===== src/rtl/irq_timer_pkg.sv =====
package irq_timer_pkg;

  // Kind of CPU access seen by the timer in one clock
  typedef enum logic [1:0] {
    WK_NONE  = 2'd0,
    WK_COUNT = 2'd1,
    WK_CTRL  = 2'd2,
    WK_OTHER = 2'd3
  } wr_kind_e;

endpackage


===== src/rtl/irq_wr_decode.sv =====
module irq_wr_decode
  import irq_timer_pkg::*;
#(
  parameter int unsigned ADDR_W = 16,
  parameter int unsigned LANES  = 2,
  parameter int unsigned BASE   = 'hF000,
  parameter int unsigned STRIDE = 4
) (
  input  logic              cpu_wr,
  input  logic [ADDR_W-1:0] cpu_addr,
  output logic [LANES-1:0]  lane_we,
  output logic              ctrl_we,
  output wr_kind_e          kind
);

  localparam logic [ADDR_W-1:0] CTRL_ADDR = ADDR_W'(BASE + LANES * STRIDE);

  // one byte lane of the count per address step
  for (genvar g = 0; g < LANES; g++) begin : g_lane
    localparam logic [ADDR_W-1:0] LANE_ADDR = ADDR_W'(BASE + g * STRIDE);
    assign lane_we[g] = cpu_wr && (cpu_addr == LANE_ADDR);
  end

  assign ctrl_we = cpu_wr && (cpu_addr == CTRL_ADDR);

  always_comb begin
    if (!cpu_wr)        kind = WK_NONE;
    else if (|lane_we)  kind = WK_COUNT;
    else if (ctrl_we)   kind = WK_CTRL;
    else                kind = WK_OTHER;
  end

endmodule


===== src/rtl/irq_line_counter.sv =====
module irq_line_counter #(
  parameter int unsigned CNT_W  = 16,
  parameter int unsigned DATA_W = 8,
  parameter int unsigned STEP   = 113,
  parameter int unsigned EN_BIT = 1
) (
  input  logic                        clk,
  input  logic                        rst_n,
  input  logic [CNT_W/DATA_W-1:0]     lane_we,
  input  logic                        ctrl_we,
  input  logic [DATA_W-1:0]           wr_data,
  input  logic                        line_tick,
  output logic [CNT_W-1:0]            cnt,
  output logic [DATA_W-1:0]           ctrl,
  output logic                        step_go,
  output logic                        step_fire
);

  localparam int unsigned LANES = CNT_W / DATA_W;
  localparam logic [CNT_W-1:0] STEP_V = CNT_W'(STEP);

  // true when the remaining count cannot absorb another full step
  function automatic logic at_floor(input logic [CNT_W-1:0] v);
    return v <= STEP_V;
  endfunction

  // value after one step, clamped at zero
  function automatic logic [CNT_W-1:0] stepped(input logic [CNT_W-1:0] v);
    return at_floor(v) ? '0 : v - STEP_V;
  endfunction

  logic             cpu_hit;
  logic [CNT_W-1:0] base_next;
  logic [CNT_W-1:0] cnt_next;

  assign cpu_hit   = (|lane_we) || ctrl_we;
  assign step_go   = line_tick && ctrl[EN_BIT] && !cpu_hit;
  assign step_fire = step_go && at_floor(cnt);
  assign base_next = step_go ? stepped(cnt) : cnt;

  for (genvar g = 0; g < LANES; g++) begin : g_lane
    assign cnt_next[g*DATA_W +: DATA_W] =
      lane_we[g] ? wr_data : base_next[g*DATA_W +: DATA_W];
  end

  always_ff @(posedge clk) begin
    if (!rst_n) begin
      cnt  <= '0;
      ctrl <= '0;
    end else begin
      cnt <= cnt_next;
      if (ctrl_we) ctrl <= wr_data;
    end
  end

endmodule


===== src/rtl/irq_req_latch.sv =====
module irq_req_latch (
  input  logic clk,
  input  logic rst_n,
  input  logic set_req,
  input  logic clr_req,
  output logic req
);

  always_ff @(posedge clk) begin
    if (!rst_n)       req <= 1'b0;
    else if (clr_req) req <= 1'b0;
    else if (set_req) req <= 1'b1;
  end

endmodule


===== src/rtl/scanline_irq_timer.sv =====
module scanline_irq_timer
  import irq_timer_pkg::*;
#(
  parameter int unsigned ADDR_W = 16,
  parameter int unsigned DATA_W = 8,
  parameter int unsigned CNT_W  = 16,
  parameter int unsigned STEP   = 113,
  parameter int unsigned BASE   = 'hF000,
  parameter int unsigned STRIDE = 4,
  parameter int unsigned EN_BIT = 1
) (
  input  logic              clk,
  input  logic              rst_n,
  input  logic [ADDR_W-1:0] cpu_addr,
  input  logic [DATA_W-1:0] cpu_data,
  input  logic              cpu_wr,
  input  logic              line_tick,
  output logic              irq
);

  localparam int unsigned LANES = CNT_W / DATA_W;

  logic [LANES-1:0]  lane_we;
  logic              ctrl_we;
  wr_kind_e          wr_kind;
  logic [CNT_W-1:0]  cnt;
  logic [DATA_W-1:0] ctrl;
  logic              step_go;
  logic              step_fire;

  irq_wr_decode #(
    .ADDR_W (ADDR_W),
    .LANES  (LANES),
    .BASE   (BASE),
    .STRIDE (STRIDE)
  ) u_dec (
    .cpu_wr   (cpu_wr),
    .cpu_addr (cpu_addr),
    .lane_we  (lane_we),
    .ctrl_we  (ctrl_we),
    .kind     (wr_kind)
  );

  irq_line_counter #(
    .CNT_W  (CNT_W),
    .DATA_W (DATA_W),
    .STEP   (STEP),
    .EN_BIT (EN_BIT)
  ) u_cnt (
    .clk       (clk),
    .rst_n     (rst_n),
    .lane_we   (lane_we),
    .ctrl_we   (ctrl_we),
    .wr_data   (cpu_data),
    .line_tick (line_tick),
    .cnt       (cnt),
    .ctrl      (ctrl),
    .step_go   (step_go),
    .step_fire (step_fire)
  );

  irq_req_latch u_req (
    .clk     (clk),
    .rst_n   (rst_n),
    .set_req (step_fire),
    .clr_req (ctrl_we),
    .req     (irq)
  );

endmodule


===== config.mk =====
export PLATFORM = sky130hd
export DESIGN_NAME = scanline_irq_timer
export DESIGN_NICKNAME = d
export VERILOG_FILES = /design/src/rtl/irq_timer_pkg.sv /design/src/rtl/irq_wr_decode.sv /design/src/rtl/irq_line_counter.sv /design/src/rtl/irq_req_latch.sv /design/src/rtl/scanline_irq_timer.sv
export SDC_FILE = /design/constraint.sdc
export NUM_CORES = 1
export LEC_CHECK = 0
export BUFFER_PORTS_ARGS = -buffer_cell sky130_fd_sc_hd__buf_2
export CAP_MARGIN = 20
export CORE_MARGIN = 2
export CORE_UTILIZATION = 40
export DETAILED_ROUTE_END_ITERATION = 16
export PLACE_DENSITY = 0.69
export SLEW_MARGIN = 20
export SYNTH_ARGS = -nofsm -noshare
export SYNTH_HDL_FRONTEND = slang
export SYNTH_SLANG_ARGS = --single-unit

===== constraint.sdc =====
create_clock -name clk -period 4.2 [get_ports clk]
set_input_delay 0.21 -clock clk [delete_from_list [all_inputs] [get_ports clk]]
set_output_delay 0.21 -clock clk [all_outputs]
set_load 0.05 [all_outputs]

==> results.cfg <==
[status]
status = finished with violations
violations = DRC

[critical_path]
max_stage_delay_ps = 480
r2r-start = u_cnt.cnt[0]
cp_max_fo = 16
path_buf_inv = 1
crit_family = simple AND/OR/NAND/NOR gates
cpMaxStageDelayCell = a211o_1
crit_type = reg2reg
regToRegSetupSlack_ps = 1740
arrival_ps = 2670
reg2reg_depth = 7
r2r_end = u_req.req
required_ps = 4410
crit_path_frequent_cell = or3b_1
critPathCaptureType = flop
critPathLaunchType = flop
crit_chain = inv_1 > ha_1 > or3b_1 > and2_1 > a211o_1 > or3b_1 > a211oi_1

[synth]
syn_avg_cell_area_sq_um = 8.00
synthTopCellsByCount = nand3_1 (23), nand2_1 (20), dfxtp_1 (18)
netlist_instances = 151
synth_cell_types = 42
yosysSeqAreaShare_pct = 29.8
syn_area_sq_um = 1210
ys_ff_latch = 18
syn-num-nets = 181
ys_warn_count = 0
postSynth.asyncResetShare_pct = 0
ys.flop_type = dfxtp_1
yosys.area.top_type = dfxtp_1
netlist.area_leader.share_pct = 29.8
synth_edf_count = 0
synth_most_common_cell = nand3_1
yosys-top-cells-area = dfxtp_1 (30%), nand3_1 (9.5%), a31oi_1 (6.7%), nand2_1 (6.2%), or4_1 (3.7%)

[cells_and_area]
nNetsFinal = 207
fill_cells = 272
syn2layout_area_growth_pct = 13.3
seq_area_sq_um = 360
multi_input_area_sq_um = 788
utilization_pct = 48.8
diodes = 0
drive_above_1_share_pct = 21.1

[sta]
clock.fmax_mhz = 407
period_minus_slack_ps = 2460
clock_skew_ps = 1.66
tightest_slew_ps = 1060
setup_violations = 0
final-hold-violation-count = 0
maxSlewViolCount = 0
relSlewSlack_pct = 29.3
fin_crit_sh_pct = 58.6
rsz0062_at_grt = no
fin_tns_setup_ps = 0

[route]
num_vias = 1287
drt_pass1_iterations = 10
wirelength_microns = 3130
wire_per_inst_microns = 15.2
route.detailed.drc = 1
drtAntennaViolNets = 0
vias_per_cell = 6.25
drt_iter0_drc = 67

[global_route]
grt_use_total_pct = 19.4
grt_pass1_wl_microns = 5240
grt_pass1_vias = 1189
grt-ovfl-total = 0
antenna_found_initial = 0
grt_max_degree = 19

[cts]
h-tree-depth = 1
hold_buffers = 0
cts_root_buf = clkbuf_4
cts_num_sinks = 18
clock_latency_ps = 300
clkTransAtPathRegs_ps = 100
postCtsSetupBuffers = 0
cts_resized = 0
cts_buffers = 3
cts.path.max_buffers = 2
tritoncts = done

[floorplan]
core_region_area_sq_um = 2810
die_h_microns = 59.0
fp-row-count = 19
ios = 29
initial_core_util_pct = 43.1
dieArea_sq_um = 3480
dieWidth_microns = 59.0

[power_and_ir_drop]
comb_power_share_pct = 8.3
switchingPower_mw = 0.0658
p_leak_nw = 0.486
pwr-share-seq_pct = 60.6
powerDensity_nw_per_um2 = 206
internal-power_mw = 0.216
irDropWorstVdd_uv = 137
p_sw_share_pct = 23.4
pwr-share-clk_pct = 31.2

[min_path]
whs_endpoint = u_cnt.cnt[11]
worstHoldPathCells = 3
hold_path.startpoint = cpu_data[3]
worstHoldPathType = in2reg

[place]
portBuffers = 28
gp_congestion = 0.859
detailed_place_hpwl_microns = 2320

[run]
cap_violations = 0
[sequential cells by signal, summed over array words and instances, names as in the netlist]
name,count
u_cnt.cnt,16
u_req.req,1
u_cnt.ctrl,1
[cell usage in the layout (no fill, tap or decap), types with 2 or more instances in the layout]
master	netlist	routed
a21oi_1	4	4
buf_2	0	28
nor4_1	3	3
a31oi_1	13	13
or3b_1	2	2
clkbuf_4	0	3
xnor2_1	3	3
nand2_1	20	20
nand4_1	2	2
dfxtp_1	18	18
nand3b_1	2	2
nor3_1	2	2
xor2_1	5	5
nor3b_1	2	2
a211oi_1	3	3
inv_1	4	4
and2_1	2	2
nor2_1	3	3
or4_1	6	6
nand3_1	23	23
or3_1	2	2
ha_1	2	2
o211ai_1	2	2
o311ai_0	2	2
a32oi_1	3	3
[how the worst max path moves through the flow]
stage / startpoint / end / slack [ps] / cells past startpoint
floorplan: u_cnt.cnt[0] / u_cnt.cnt[10] / 2030 / 7
global placement: u_cnt.cnt[0] / u_req.req / 1850 / 7
detailed placement: u_cnt.cnt[0] / u_req.req / 1800 / 7
CTS: u_cnt.cnt[0] / u_req.req / 1760 / 7
global route: u_cnt.cnt[0] / u_req.req / 1610 / 7
finish: u_cnt.cnt[0] / u_req.req / 1740 / 7
[routing by layer]
layer  vias to the layer above  track usage, %  part of all wire [%]
met1                       595            25.0                    46
met4                         0            6.49                   1.4
li1                        636               -                     -
met3                         4            5.02                   6.6
met2                        52            31.4                    46
met5                         -               0                     0
[power groups by stage]
stage	sequential [mW]	combinational, mW	clock [mW]
after floorplan	0.174	0.00593	0
after global placement	0.174	0.0222	0
after detailed placement	0.174	0.0230	0
after CTS	0.171	0.0231	0.0907
after global routing	0.171	0.0256	0.0958
final	0.171	0.0233	0.0877
[cells by family after synthesis]
group | count (synthesis) | share of synthesized area [%]
AND/OR/NAND/NOR | 78 | 37.9
XOR/XNOR | 8 | 5.80
AO/OA/AOI/OAI | 32 | 18.6
adder cells (fa/ha/maj) | 2 | 2.07
buffers and inverters | 12 | 4.97
flip-flops | 18 | 29.8
multiplexers | 1 | 0.828
[layout make-up]
type                       count  area share, %
multi-input combinational    121           57.6
tap                           31           2.83
timing repair buffer          28           10.2
sequential                    18           26.3
inverter                       5           1.37
clock buffer                   3           1.65
[through the flow]
step	std cells	power, mW	cell area (sq um)	hold WS [ps]	worst slack (ps)
global placement	203	0.197	1350	449	1850
global route	206	0.292	1370	171	1610
floorplan	151	0.180	1210	343	2030
detailed placement	203	0.198	1350	446	1800
CTS	206	0.284	1370	154	1760
finish	206	0.282	1370	162	1740
[tightest hold or removal path, delay by kind of cell]
| family | cells | cell delay, ps |
|---|---|---|
| buffers and inverters | 1 | 90 |
| AND/OR/NAND/NOR | 2 | 130 |
Power figures use the tool's default switching activity.
